<file path="config.mk">
export PLATFORM = sky130hd
export DESIGN_NAME = pwr_mode_ctrl
export DESIGN_NICKNAME = d
export VERILOG_FILES = /design/src/rtl/pwr_mode_pkg.sv /design/src/rtl/pm_mode_fsm.sv /design/src/rtl/pm_en_decode.sv /design/src/rtl/pm_rst_timer.sv /design/src/rtl/pm_irq_latch.sv /design/src/rtl/pwr_mode_ctrl.sv
export SDC_FILE = /design/constraint.sdc
export NUM_CORES = 1
export LEC_CHECK = 0
export BUFFER_PORTS_ARGS = -buffer_cell sky130_fd_sc_hd__buf_2
export CORE_MARGIN = 4
export CORE_UTILIZATION = 35
export CTS_CLUSTER_SIZE = 14
export DETAILED_ROUTE_END_ITERATION = 8
export PLACE_DENSITY_LB_ADDON = 0.3
export SLEW_MARGIN = 20
export SYNTH_ARGS = -nofsm -noshare
export SYNTH_HDL_FRONTEND = slang
export SYNTH_SLANG_ARGS = --single-unit
</file>
<file path="constraint.sdc">
create_clock -name clk -period 1.6 [get_ports clk]
set_input_delay 0 -clock clk [delete_from_list [all_inputs] [get_ports clk]]
set_output_delay 0 -clock clk [all_outputs]
set_load 0.01 [all_outputs]
</file>
<file path="src/rtl/pwr_mode_pkg.sv">
package pwr_mode_pkg;

   typedef enum logic [1:0] {
      PM_OFF  = 2'd0,
      PM_STBY = 2'd1,
      PM_ACT  = 2'd2,
      PM_CHG  = 2'd3
   } pm_mode_e;

   typedef struct packed {
      logic regs;
      logic chg;
      logic conv;
      logic serial;
      logic osc;
      logic batmon;
   } pm_en_s;

   localparam pm_en_s PM_EN_NONE = '{default: 1'b0};

endpackage

</file>
<file path="src/rtl/pm_mode_fsm.sv">
module pm_mode_fsm
   import pwr_mode_pkg::*;
#(
   parameter pm_mode_e RESET_MODE = PM_OFF
) (
   input  logic       clk,
   input  logic       por_n,
   input  logic       host_valid,
   input  logic [1:0] host_mode,
   input  logic       shdn,
   input  logic       crit,
   output pm_mode_e   mode_q
);

   pm_mode_e mode_d;

   always_comb begin
      mode_d = mode_q;
      if (crit) begin
         mode_d = PM_OFF;
      end else if (shdn) begin
         mode_d = PM_STBY;
      end else if (host_valid) begin
         mode_d = pm_mode_e'(host_mode);
      end
   end

   always_ff @(posedge clk or negedge por_n) begin
      if (!por_n) begin
         mode_q <= RESET_MODE;
      end else begin
         mode_q <= mode_d;
      end
   end

endmodule

</file>
<file path="src/rtl/pm_en_decode.sv">
module pm_en_decode
   import pwr_mode_pkg::*;
(
   input  pm_mode_e mode,
   input  logic     chg_present,
   output pm_en_s   en
);

   always_comb begin
      en = PM_EN_NONE;
      unique case (mode)
         PM_OFF: begin
            en = PM_EN_NONE;
         end
         PM_STBY: begin
            en.batmon = 1'b1;
         end
         PM_ACT: begin
            en.regs   = 1'b1;
            en.conv   = 1'b1;
            en.serial = 1'b1;
            en.osc    = 1'b1;
            en.batmon = 1'b1;
            en.chg    = chg_present;
         end
         PM_CHG: begin
            en.serial = 1'b1;
            en.osc    = 1'b1;
            en.batmon = 1'b1;
            en.chg    = chg_present;
         end
         default: en = PM_EN_NONE;
      endcase
   end

endmodule

</file>
<file path="src/rtl/pm_rst_timer.sv">
module pm_rst_timer #(
   parameter int CNT_W       = 8,
   parameter int RST_DELAY   = 200,
   parameter bit RST_OUT_REG = 1'b0
) (
   input  logic clk,
   input  logic por_n,
   input  logic in_active,
   output logic rst_n_out
);

   localparam logic [CNT_W-1:0] LIMIT = CNT_W'(RST_DELAY);

   logic [CNT_W-1:0] cnt_q;
   logic             release_c;

   always_ff @(posedge clk or negedge por_n) begin
      if (!por_n) begin
         cnt_q <= '0;
      end else if (!in_active) begin
         cnt_q <= '0;
      end else if (cnt_q != LIMIT) begin
         cnt_q <= cnt_q + 1'b1;
      end
   end

   assign release_c = in_active && (cnt_q == LIMIT);

   generate
      if (RST_OUT_REG) begin : g_reg_out
         logic rel_q;
         always_ff @(posedge clk or negedge por_n) begin
            if (!por_n) begin
               rel_q <= 1'b0;
            end else begin
               rel_q <= release_c;
            end
         end
         assign rst_n_out = rel_q;
      end else begin : g_comb_out
         assign rst_n_out = release_c;
      end
   endgenerate

endmodule

</file>
<file path="src/rtl/pm_irq_latch.sv">
module pm_irq_latch (
   input  logic clk,
   input  logic por_n,
   input  logic set,
   input  logic clear,
   input  logic mask,
   output logic irq
);

   logic sts_q;

   always_ff @(posedge clk or negedge por_n) begin
      if (!por_n) begin
         sts_q <= 1'b0;
      end else if (set) begin
         sts_q <= 1'b1;
      end else if (clear) begin
         sts_q <= 1'b0;
      end
   end

   assign irq = sts_q & ~mask;

endmodule

</file>
<file path="src/rtl/pwr_mode_ctrl.sv">
module pwr_mode_ctrl
   import pwr_mode_pkg::*;
#(
   parameter int REG_GROUPS  = 3,
   parameter int CNT_W       = 8,
   parameter int RST_DELAY   = 200,
   parameter bit RST_OUT_REG = 1'b0
) (
   input  logic                  clk,
   input  logic                  por_n,
   input  logic                  chg_present,
   input  logic                  host_req_valid,
   input  logic [1:0]            host_req_mode,
   input  logic                  therm_alarm,
   input  logic                  therm_shdn,
   input  logic                  batt_crit,
   input  logic                  irq_mask,
   input  logic                  irq_clear,
   output logic [1:0]            mode,
   output logic [REG_GROUPS-1:0] en_reg,
   output logic                  en_chg,
   output logic                  en_conv,
   output logic                  en_serial,
   output logic                  en_osc,
   output logic                  en_batmon,
   output logic                  irq,
   output logic                  rst_n_out
);

   generate
      if (REG_GROUPS < 1) begin : g_bad_groups
         $error("REG_GROUPS must be at least 1");
      end
      if (CNT_W < 1 || CNT_W > 31) begin : g_bad_width
         $error("CNT_W must lie in 1..31");
      end
      if (RST_DELAY < 0 || RST_DELAY >= (1 << CNT_W)) begin : g_bad_delay
         $error("RST_DELAY must fit in CNT_W bits");
      end
   endgenerate

   pm_mode_e mode_q;
   pm_en_s   en;

   pm_mode_fsm #(.RESET_MODE(PM_OFF)) u_fsm (
      .clk        (clk),
      .por_n      (por_n),
      .host_valid (host_req_valid),
      .host_mode  (host_req_mode),
      .shdn       (therm_shdn),
      .crit       (batt_crit),
      .mode_q     (mode_q)
   );

   pm_en_decode u_dec (
      .mode        (mode_q),
      .chg_present (chg_present),
      .en          (en)
   );

   pm_rst_timer #(
      .CNT_W       (CNT_W),
      .RST_DELAY   (RST_DELAY),
      .RST_OUT_REG (RST_OUT_REG)
   ) u_rst (
      .clk       (clk),
      .por_n     (por_n),
      .in_active (mode_q == PM_ACT),
      .rst_n_out (rst_n_out)
   );

   pm_irq_latch u_irq (
      .clk   (clk),
      .por_n (por_n),
      .set   (therm_alarm),
      .clear (irq_clear),
      .mask  (irq_mask),
      .irq   (irq)
   );

   genvar g;
   generate
      for (g = 0; g < REG_GROUPS; g++) begin : g_reg_en
         assign en_reg[g] = en.regs;
      end
   endgenerate

   assign mode      = mode_q;
   assign en_chg    = en.chg;
   assign en_conv   = en.conv;
   assign en_serial = en.serial;
   assign en_osc    = en.osc;
   assign en_batmon = en.batmon;

endmodule

</file>
==> impl_metrics.json <==
{
  "hold_depth": 3,
  "comb_power_share_pct": 11.9,
  "rsz0062_at_grt": "false",
  "synth_area_um2": 613.1,
  "cts_max_level": 1,
  "core-area_mm2": 0.001577,
  "p_leak_nw": 0.3818,
  "gp_congestion": 0.7778,
  "place_area_um2": 705.7,
  "grt_use_total_pct": 11.98,
  "grt_pass1_vias": 519,
  "synth_common_cells": "dfrtp_1, a21oi_1, nand3_1",
  "seqPwrFrac_pct": 53.6,
  "fin_skew_ns": 0.009086,
  "netlist-cell-type-count": 29,
  "grt_max_degree": 12,
  "netlist_instances": 65,
  "start_util_pct": 38.89,
  "fin_nets": 105,
  "syn_area_per_cell_um2": 9.432,
  "antenna-diode-count": 0,
  "cts-hold-fix-buffers": 6,
  "cts-resized-gates": 0,
  "drt_wl_total_um": 1285,
  "setup_tns_ns": 0,
  "synth_most_common_cell": "dfrtp_1",
  "first_iter_violations": 29,
  "outcome": "completed",
  "pwr_density_cell_mw_per_mm2": 676.2,
  "synth-seq-area-share_pct": 44.90,
  "num_vias": 558,
  "drv_slew": 0,
  "final_cell_area_um2": 792.0,
  "yosysTopAreaCell": "dfrtp_1",
  "crit_type": "flip-flop to primary output",
  "p_switching_uw": 120.9,
  "finalHoldViolations": 0,
  "nFillCells": 158,
  "synth_nets": 78,
  "grt_overflow_total": 0,
  "dieHeight_um": 49.86,
  "clk_path_buf_depth": 2,
  "ys_async_sr_fraction_pct": 100.0,
  "cts_tree": "built",
  "tightest_slew_ns": 0.3796,
  "area_delta_synth_final_pct": 29.18,
  "drt_first_pass_iters": 4,
  "post-route-period-util_pct": 93.41,
  "finalCriticalPeriod_ns": 1.495,
  "ant_nets": 0,
  "synth_edf_count": 0,
  "pwr-share-clk_pct": 34.5,
  "grt_pass1_wl_um": 2256,
  "postCtsSetupBuffers": 0,
  "viasPerCell": 5.215,
  "dieArea_mm2": 0.002486,
  "hold_path_class": "primary input to flip-flop",
  "fp-row-count": 14,
  "numCtsBuffers": 3,
  "clk_pin_slew_ns": 0.07,
  "clock-sinks": 11,
  "p_int_uw": 414.6,
  "p_total_uw": 535.6,
  "r2r_cells": 4,
  "cts-root-buf": "clkbuf_4",
  "ir_drop_mv": 0.4282,
  "wl_per_cell_um": 12.01,
  "slew_headroom_pct": 74.69,
  "hpwl_um": 946.4,
  "io_pins": 23,
  "drv_cap": 0,
  "ys_warn_count": 0,
  "die_x_um": 49.86,
  "synth_top_area_share_pct": 44.90,
  "setup-violations-final": 0,
  "max_freq_ghz": 0.6691,
  "numPortBuffers": 22,
  "ys_ff_latch": 11,
  "antenna_found_initial": 0,
  "clk_latency_ns": 0.27,
  "crit_fanout": 5,
  "ys.flop_type": "dfrtp_1",
  "switching_share_pct": 22.58,
  "required_ns": 1.60,
  "start_kind": "flip-flop",
  "cp-end-kind": "primary output",
  "drc": 0,
  "synthTopCellsByArea": "dfrtp_1, buf_4, a21oi_1",
  "drive_gt1_share_pct": 31.87,
  "cp.arrival_ns": 1.49
}
-- metrics by stage --
stage | hold WS [ns] | utilization (%) | cells | worst slack [ns]
after CTS | 0.03369 | 50.24 | 107 | 0.09771
final | 0.04009 | 50.24 | 107 | 0.1054
after global routing | 0.06599 | 50.24 | 107 | 0.02153
after global placement | -0.1148 | 44.76 | 97 | 0.2323
after detailed placement | -0.1131 | 44.76 | 97 | 0.2363
after floorplan | -0.2956 | - | 65 | 0.3545
-- cell families after synthesis --
family                     Yosys count  synth area share [%]
and+or+nand+nor                     26                 25.11
AOI/OAI and AO/OA                   12                 11.43
DFF                                 11                 44.90
buffers and inverters               10                 8.571
xor gates and xnor gates             3                 4.286
adders and majority gates            2                 4.081
muxes                                1                 1.633
-- area by class of cell --
type	count	area, um2	area share (%)
Inverter	4	15.01	1.896
Multi-Input combinational cell	44	285.3	36.02
Tap cell	16	20.02	2.528
Sequential cell	11	275.3	34.76
Timing Repair Buffer	28	170.2	21.48
Clock buffer	4	26.28	3.318
-- power groups by stage --
stage	combinational [mW]	sequential, mW	clock [mW]
floorplan	0.0241	0.293	0
global placement	0.0514	0.293	0
detailed placement	0.0525	0.292	0
CTS	0.0649	0.287	0.194
global route	0.0722	0.288	0.208
finish	0.0639	0.287	0.185
-- registers in the layout, summed over array words and instances, names as in the netlist --
| name | count |
|---|---|
| u_fsm.mode_q | 2 |
| u_irq.sts_q | 1 |
| u_rst.cnt_q | 8 |
-- worst paths after layout --
check	start	slack, ns	end
setup / recovery	u_rst.cnt_q[4]	0.11	rst_n_out
min in group asynchronous	por_n	0.12	u_rst.cnt_q[2]
max in group asynchronous	por_n	1.26	u_rst.cnt_q[3]
hold / removal	host_req_mode[1]	0.04	u_fsm.mode_q[1]
hold reg to reg	u_rst.cnt_q[7]	0.59	u_rst.cnt_q[7]
setup reg to reg	u_fsm.mode_q[0]	0.17	u_fsm.mode_q[0]
-- worst max-delay path, cell delays in order (launching register included) --
cell and delay, ns:
dfrtp_1 0.43, or3b_2 0.51, nor3_1 0.13, buf_2 0.15
-- metal layers --
metal  vias up  part of all wire (%)  global-route usage (%)  routed length (um)
li1        279                     -                       -                   -
met1       256                    45                   14.66                 577
met2        23                    47                   19.16                 600
met3         0                   8.3                   5.422                 107
met4         0                     0                   2.765                   0
met5         -                     0                       0                   0
-- cell usage in the layout (no fill, tap or decap), types with 2 or more instances in the layout --
master / instances
a211oi_1: 2
a21oi_1: 5
buf_2: 22
clkbuf_4: 3
dfrtp_1: 11
dlygate4sd3_1: 6
ha_1: 2
inv_1: 4
nand3_1: 5
nor2_1: 3
nor2b_1: 2
nor3_1: 4
o21ai_0: 3
xor2_1: 2
No activity file was read; power rests on OpenSTA's default activity.
